===== config.mk =====
export PLATFORM = sky130hd
export DESIGN_NAME = sar_seq_ctrl
export DESIGN_NICKNAME = d
export VERILOG_FILES = /design/src/rtl/sar_seq_pkg.sv /design/src/rtl/sar_seq_ctl.sv /design/src/rtl/sar_seq_dp.sv /design/src/rtl/sar_seq_ctrl.sv
export SDC_FILE = /design/constraint.sdc
export NUM_CORES = 1
export LEC_CHECK = 0
export ABC_AREA = 1
export BUFFER_PORTS_ARGS = -buffer_cell sky130_fd_sc_hd__clkbuf_2
export CORE_UTILIZATION = 50
export CTS_BUF_LIST = sky130_fd_sc_hd__clkbuf_4
export DETAILED_ROUTE_END_ITERATION = 7
export PLACE_DENSITY = 0.78
export SYNTH_ARGS = -nofsm -noshare
export SYNTH_HDL_FRONTEND = slang
export SYNTH_SLANG_ARGS = --single-unit

===== constraint.sdc =====
create_clock -name clk -period 2.35 [get_ports clk]
set_clock_uncertainty 0.15 [all_clocks]
set_input_delay 0.1175 -clock clk [delete_from_list [all_inputs] [get_ports clk]]
set_output_delay 0.1175 -clock clk [all_outputs]
set_load 0.005 [all_outputs]

===== src/rtl/sar_seq_pkg.sv =====
package sar_seq_pkg;
  localparam int RES_BITS = 10;
  localparam int CH_NUM   = 8;
  localparam int CH_W     = $clog2(CH_NUM);
  localparam int BIT_W    = $clog2(RES_BITS + 1);
  localparam int STEP_W   = $clog2(RES_BITS + 1);

  typedef enum logic [1:0] {
    TRIG_SW    = 2'd0,
    TRIG_RISE  = 2'd1,
    TRIG_FALL  = 2'd2,
    TRIG_TIMER = 2'd3
  } trigSrc_t;

  typedef struct packed {
    logic             clear;
    logic             decide;
    logic             finish;
    logic             trialOn;
    logic [BIT_W-1:0] bitPos;
    logic [CH_W-1:0]  chan;
  } sarStrobe_t;
endpackage


===== src/rtl/sar_seq_ctl.sv =====
module sar_seq_ctl
  import sar_seq_pkg::*;
#(
  parameter int DIV_W = 8
) (
  input  logic              clk,
  input  logic              rstN,
  input  logic              powerDown,
  input  logic [DIV_W-1:0]  clkDiv,
  input  logic [CH_NUM-1:0] chanMask,
  input  logic              burstEn,
  input  logic [1:0]        trigMode,
  input  logic              startSw,
  input  logic              extTrig,
  input  logic              timerMatch,
  output sarStrobe_t        strobe,
  output logic              busy,
  output logic              sampleEn,
  output logic [CH_W-1:0]   muxSel
);
  localparam logic [STEP_W-1:0] LAST_STEP = STEP_W'(RES_BITS);

  logic [2:0]        trigSync;
  logic              trigRise, trigFall, trigHit, wantStart, tick, lastStep, anySel;
  logic [STEP_W-1:0] step;
  logic [DIV_W-1:0]  divCnt;
  logic [CH_W-1:0]   curChan;

  function automatic logic [CH_W-1:0] pickChan(input logic [CH_NUM-1:0] mask,
                                               input logic [CH_W-1:0] cur,
                                               input logic fromStart);
    logic [CH_W-1:0] first, nxt;
    logic gotFirst, gotNext;
    first = '0; nxt = '0; gotFirst = 1'b0; gotNext = 1'b0;
    for (int i = 0; i < CH_NUM; i++) begin
      if (mask[i] && !gotFirst) begin first = CH_W'(i); gotFirst = 1'b1; end
      if (mask[i] && !gotNext && i > int'(cur)) begin nxt = CH_W'(i); gotNext = 1'b1; end
    end
    return (fromStart || !gotNext) ? first : nxt;
  endfunction

  // two-flop synchronizer plus a history flop for edge detection
  always_ff @(posedge clk) begin
    if (!rstN) trigSync <= '0;
    else       trigSync <= {trigSync[1:0], extTrig};
  end
  assign trigRise = trigSync[1] & ~trigSync[2];
  assign trigFall = ~trigSync[1] & trigSync[2];

  always_comb begin
    unique case (trigSrc_t'(trigMode))
      TRIG_SW:    trigHit = startSw;
      TRIG_RISE:  trigHit = trigRise;
      TRIG_FALL:  trigHit = trigFall;
      TRIG_TIMER: trigHit = timerMatch;
      default:    trigHit = 1'b0;
    endcase
  end

  assign anySel    = |chanMask;
  assign wantStart = !busy && !powerDown && anySel && (burstEn || trigHit);
  assign tick      = busy && (divCnt == clkDiv);
  assign lastStep  = (step == LAST_STEP);

  always_ff @(posedge clk) begin
    if (!rstN) begin
      busy <= 1'b0; step <= '0; divCnt <= '0; curChan <= '0;
    end else if (wantStart) begin
      busy <= 1'b1; step <= '0; divCnt <= '0;
      curChan <= pickChan(chanMask, curChan, 1'b1);
    end else if (busy) begin
      if (powerDown) begin
        busy <= 1'b0; step <= '0; divCnt <= '0;
      end else if (tick) begin
        divCnt <= '0;
        if (lastStep) begin
          step <= '0;
          if (burstEn && anySel) curChan <= pickChan(chanMask, curChan, 1'b0);
          else                   busy    <= 1'b0;
        end else begin
          step <= step + 1'b1;
        end
      end else begin
        divCnt <= divCnt + 1'b1;
      end
    end
  end

  always_comb begin
    strobe.clear   = wantStart || (tick && lastStep && !powerDown && burstEn && anySel);
    strobe.decide  = tick && !powerDown && (step != '0);
    strobe.finish  = tick && !powerDown && lastStep;
    strobe.trialOn = busy && (step != '0);
    strobe.bitPos  = BIT_W'(RES_BITS - int'(step));
    strobe.chan    = curChan;
  end

  assign sampleEn = busy && (step == '0);
  assign muxSel   = curChan;

  p_pd_stops_r11: assert property (@(posedge clk) disable iff (!rstN)
    powerDown |=> !busy);
  p_no_mask_r12: assert property (@(posedge clk) disable iff (!rstN)
    (!busy && chanMask == '0) |=> !busy);
  p_chan_hold_r4: assert property (@(posedge clk) disable iff (!rstN)
    (busy && step != '0) |-> $stable(curChan));
  p_sample_first_r4: assert property (@(posedge clk) disable iff (!rstN)
    $rose(busy) |-> sampleEn);
  p_busy_trig_r8: assert property (@(posedge clk) disable iff (!rstN)
    (busy && !tick) |=> $stable(curChan));
endmodule


===== src/rtl/sar_seq_dp.sv =====
module sar_seq_dp
  import sar_seq_pkg::*;
(
  input  logic                clk,
  input  logic                rstN,
  input  sarStrobe_t          strobe,
  input  logic                cmpIn,
  input  logic                rdEn,
  input  logic [CH_W-1:0]     rdChan,
  output logic [RES_BITS-1:0] dacCode,
  output logic [RES_BITS-1:0] rdData,
  output logic                rdDone,
  output logic                rdOverrun,
  output logic                irq
);
  logic [RES_BITS-1:0] sarReg, trialVec, convResult;
  logic [RES_BITS-1:0] resData [CH_NUM];
  logic [CH_NUM-1:0]   doneVec, ovrVec, rdHit, wrHit;

  assign trialVec   = strobe.trialOn ? ({{(RES_BITS-1){1'b0}}, 1'b1} << strobe.bitPos) : '0;
  assign dacCode    = sarReg | trialVec;
  assign convResult = sarReg | (cmpIn ? trialVec : '0);

  always_ff @(posedge clk) begin
    if (!rstN)                         sarReg <= '0;
    else if (strobe.clear)             sarReg <= '0;
    else if (strobe.decide && cmpIn)   sarReg <= sarReg | trialVec;
  end

  always_comb begin
    for (int c = 0; c < CH_NUM; c++) begin
      rdHit[c] = rdEn && (rdChan == CH_W'(c));
      wrHit[c] = strobe.finish && (strobe.chan == CH_W'(c));
    end
  end

  always_ff @(posedge clk) begin
    if (!rstN) begin
      doneVec <= '0; ovrVec <= '0;
      for (int c = 0; c < CH_NUM; c++) resData[c] <= '0;
    end else begin
      for (int c = 0; c < CH_NUM; c++) begin
        if (wrHit[c]) begin
          resData[c] <= convResult;
          doneVec[c] <= 1'b1;
          ovrVec[c]  <= doneVec[c] && !rdHit[c];
        end else if (rdHit[c]) begin
          doneVec[c] <= 1'b0;
          ovrVec[c]  <= 1'b0;
        end
      end
    end
  end

  always_ff @(posedge clk) begin
    if (!rstN) irq <= 1'b0;
    else       irq <= strobe.finish;
  end

  assign rdData    = resData[rdChan];
  assign rdDone    = doneVec[rdChan];
  assign rdOverrun = ovrVec[rdChan];

  p_done_set_r9: assert property (@(posedge clk) disable iff (!rstN)
    strobe.finish |=> doneVec[$past(strobe.chan)]);
  p_read_clears_r9: assert property (@(posedge clk) disable iff (!rstN)
    (rdEn && !(strobe.finish && strobe.chan == rdChan)) |=> !doneVec[$past(rdChan)]);
  p_irq_pulse_r10: assert property (@(posedge clk) disable iff (!rstN)
    irq |=> !irq);
  p_sample_dac_r4: assert property (@(posedge clk) disable iff (!rstN)
    $rose(strobe.trialOn) |-> (dacCode == {1'b1, {(RES_BITS-1){1'b0}}}));
endmodule


===== src/rtl/sar_seq_ctrl.sv =====
module sar_seq_ctrl
  import sar_seq_pkg::*;
#(
  parameter int DIV_W = 8
) (
  input  logic                clk,
  input  logic                rstN,
  input  logic                powerDown,
  input  logic [DIV_W-1:0]    clkDiv,
  input  logic [CH_NUM-1:0]   chanMask,
  input  logic                burstEn,
  input  logic [1:0]          trigMode,
  input  logic                startSw,
  input  logic                extTrig,
  input  logic                timerMatch,
  input  logic                cmpIn,
  output logic [CH_W-1:0]     muxSel,
  output logic [RES_BITS-1:0] dacCode,
  output logic                sampleEn,
  output logic                busy,
  input  logic                rdEn,
  input  logic [CH_W-1:0]     rdChan,
  output logic [RES_BITS-1:0] rdData,
  output logic                rdDone,
  output logic                rdOverrun,
  output logic                irq
);
  sarStrobe_t strobe;

  sar_seq_ctl #(.DIV_W(DIV_W)) u_ctl (
    .clk(clk), .rstN(rstN), .powerDown(powerDown), .clkDiv(clkDiv),
    .chanMask(chanMask), .burstEn(burstEn), .trigMode(trigMode),
    .startSw(startSw), .extTrig(extTrig), .timerMatch(timerMatch),
    .strobe(strobe), .busy(busy), .sampleEn(sampleEn), .muxSel(muxSel)
  );

  sar_seq_dp u_dp (
    .clk(clk), .rstN(rstN), .strobe(strobe), .cmpIn(cmpIn),
    .rdEn(rdEn), .rdChan(rdChan), .dacCode(dacCode), .rdData(rdData),
    .rdDone(rdDone), .rdOverrun(rdOverrun), .irq(irq)
  );
endmodule


==> out/summary.log <==
INFO  logic_synthesis synthesized_instance_count=762
INFO  global_routing globalRouteTotalUtil=25.3%
INFO  cts            cts_tree=done
INFO  global_routing initial_antenna_violation_count=1
INFO  finish         final_core_util=61.1%
INFO  global_routing globalRouteMet2Util=40.2%
INFO  setup_path     setup.worst_path.class=reg2out
INFO  die            fp.dieArea=13100squm
INFO  die            coreArea=12200squm
INFO  job            max_capacitance_violation_count=0
INFO  detailed_routing detailedRoute.firstIterationViolations=440
INFO  detailed_routing route.vias.total=5514
INFO  global_routing grt_max_degree=27
INFO  detailed_routing vias_per_cell=5.30
INFO  pwr            leakagePower=3.15nW
INFO  finish         area_growth=17.8%
INFO  placed_design  finalWeightedCongestion=0.917
INFO  cts            cts.sinks=126
INFO  finish         fillers=1035
INFO  placed_design  dpl_cell_area=6910squm
INFO  finish         post_route_cells_drive_above_1_share=17.1%
INFO  sta            rsz0062_at_grt=false
INFO  sta            hold_viol=0
INFO  global_routing grt_first_pass_wirelength=25200um
INFO  global_routing global_route.peak_usage_layer=met2
INFO  finish         finish.net_count=896
INFO  setup_path     crit_path_max_incr_delay=0.39ns
INFO  finish         most-common-layout-cells=nand2_1 (177), nor2_1 (135), inv_1 (92), edfxtp_1 (80), clkbuf_2 (57)
INFO  sta            finalSetupViolCount=0
INFO  detailed_routing postRouteAntennaNets=0
INFO  sta            totalNegativeSetupSlack=0ns
INFO  logic_synthesis synth_seq_area_share=52.7%
INFO  setup_path     critical_path.cell_chain=ha_1, xnor2_2, inv_1, nor2_4, nand3_1, nand2_1, clkbuf_2
INFO  logic_synthesis synth_enable_flop_cells=80
INFO  cts            path_clk_slew=0.11ns
INFO  die            num_io_pins=58
INFO  logic_synthesis synth_area_per_cell=8.28squm
INFO  logic_synthesis postSynth.asyncResetShare=0%
INFO  placed_design  numPortBuffers=57
INFO  die            die_h=114um
INFO  logic_synthesis synth-main-ff-cell=edfxtp_1
INFO  hold_path      holdCritPathClass=in2reg
INFO  sta            finalHoldWorstSlack=0.0162ns
INFO  setup_path     worstSetupEndpointType=output port
INFO  run_status     run_status=finished, final reports clean
INFO  setup_path     setup.worst_path.start_class=register
INFO  detailed_routing totalWireLength=15400um
INFO  pwr            power=4.17mW
INFO  pwr            peakVddDrop=0.271mV
INFO  detailed_routing drtPass1Iterations=5
INFO  global_routing grt_pass1_vias=5100
INFO  detailed_routing avgRoutedWirePerCell=14.8um
INFO  die            starting_utilization_of_the_core_area=51.9%
INFO  logic_synthesis synth.ff_latch_count=126
INFO  logic_synthesis synth_area=6310squm
INFO  detailed_routing post-route-drc-count=0
INFO  sta            finalMaxSlewViolations=0
INFO  finish         layout_commonest_cell=nand2_1
INFO  global_routing grt_overflow=0
INFO  sta            worst-slew-pin-transition=0.582ns
INFO  setup_path     worst_path_max_delay_cell=dfxtp_4
INFO  logic_synthesis number_of_nets_in_the_synthesized_netlist=799
INFO  setup_path     worstPathRequired=2.08ns
INFO  cts            cts_made_buffers=17
INFO  sta            clock.fmax=449MHz
INFO  sta            finalCritPeriodShare=94.8%
INFO  die            core.rowCount=40
INFO  placed_design  hpwl=10400um
INFO  cts            clockRootBuffer=clkbuf_4
INFO  logic_synthesis yosys.cell_types.count=38
INFO  cts            cts_htree_levels=4
INFO  logic_synthesis synth-warning-count=0
INFO  sta            slew_headroom=61.0%
INFO  die            die_w=114um
INFO  pwr            cellPowerDensity=561nW/um^2
INFO  global_routing gr-usage-met3=4.29%
INFO  cts            skew_pair_late_insertion_delay=0.52ns
INFO  global_routing use_met1=34.3%
INFO  cts            clock_path_buffers=2
INFO  setup_path     timing.critical_path.arrival=1.96ns
INFO  sta            min_period=2.23ns
INFO  setup_path     timing.critical_path.fanout_max=7
INFO  finish         layout.cell_area.non_filler=7430squm
[state kept, by name (all words and copies together) (netlist names)]
signal / cells
u_dp.sarReg: 10
u_dp.resData: 80
u_ctl.trigSync: 3
u_ctl.divCnt: 8
u_dp.doneVec: 8
u_ctl.busy: 1
u_dp.ovrVec: 8
u_ctl.step: 4
u_ctl.muxSel: 3
u_dp.irq: 1
[through the flow]
stage	setup slack [ns]	instances
6_report	0.122	1041
5_1_grt	0.000548	1041
4_1_cts	-0.00317	1036
3_5_place_dp	-0.00709	988
3_3_place_gp	0.0857	988
2_1_floorplan	0.204	762
[routing by layer]
layer | wire length (um) | vias up | part of all wire [%]
met2 | 7160 | 241 | 46
met3 | 1120 | 27 | 7.2
met4 | 315 | 0 | 2.0
met1 | 6830 | 2528 | 44
met5 | 0 | - | 0
li1 | - | 2718 | -
[cell type report]
cell class | count | area [sq um] | area share (%)
Sequential cell | 126 | 3330 | 44.8
Multi-Input combinational cell | 511 | 2520 | 33.9
Timing Repair Buffer | 107 | 758 | 10.2
Inverter | 96 | 360 | 4.85
Tap cell | 168 | 210 | 2.83
Clock buffer | 21 | 158 | 2.12
Clock inverter | 11 | 95.1 | 1.28
Antenna cell | 1 | 2.50 | 0.0337
[cells in the mapped netlist (5+ instances only)]
master	n	area, sq um
nand2_1	178	668
nor2_1	139	522
inv_1	93	349
edfxtp_1	80	2400
dfxtp_1	46	921
nand3_1	41	205
a21oi_1	29	145
a22oi_1	24	180
o21ai_0	21	105
nand4_1	18	113
a31oi_1	14	87.6
clkbuf_1	14	52.6
ha_1	7	87.6
xor2_1	6	52.6
a211oi_1	5	37.5
buf_2	5	25.0
nor3_1	5	25.0
[cells by family after synthesis]
group | synth area share [%]
flops | 52.7
buf+inv | 8.35
simple gates | 26.8
xor+xnor | 0.972
fa+ha+maj | 1.39
compound gates | 9.80
[power breakdown]
part	total, mW	internal [mW]	switching [mW]	leakage (nW)
clock	1.36	0.569	0.791	0.143
combinational	0.389	0.146	0.243	1.82
sequential	2.42	2.40	0.0205	1.19
[worst max-delay path: cells and delay by family, from the launching register on]
kind	cells	cell delay, ns
adder cells (fa/ha/maj)	1	0.23
XOR/XNOR	1	0.18
buffers and inverters	2	0.21
flip-flops	1	0.39
AND/OR/NAND/NOR	3	0.44
[timing repair]
action	4_1_cts	5_1_grt
setup buffers	0	4
hold buffers	16	0
pin swaps	0	2
resized for setup	4	17
endpoints found under the setup margin	14	66
endpoints found under the hold margin	29	0
[worst paths after layout]
check / start / endpoint / cells past startpoint / slack [ns]
worst max-delay path: u_ctl.step[0] / dacCode[2] / 7 / 0.12
worst min-delay path: clkDiv[6] / u_dp.irq / 7 / 0.02
worst max register to register: u_ctl.divCnt[1] / u_dp.resData[1][2] / 11 / 0.16
worst min register to register: u_ctl.trigSync[0] / u_ctl.trigSync[1] / 2 / 0.28
Power figures use the tool's default switching activity.
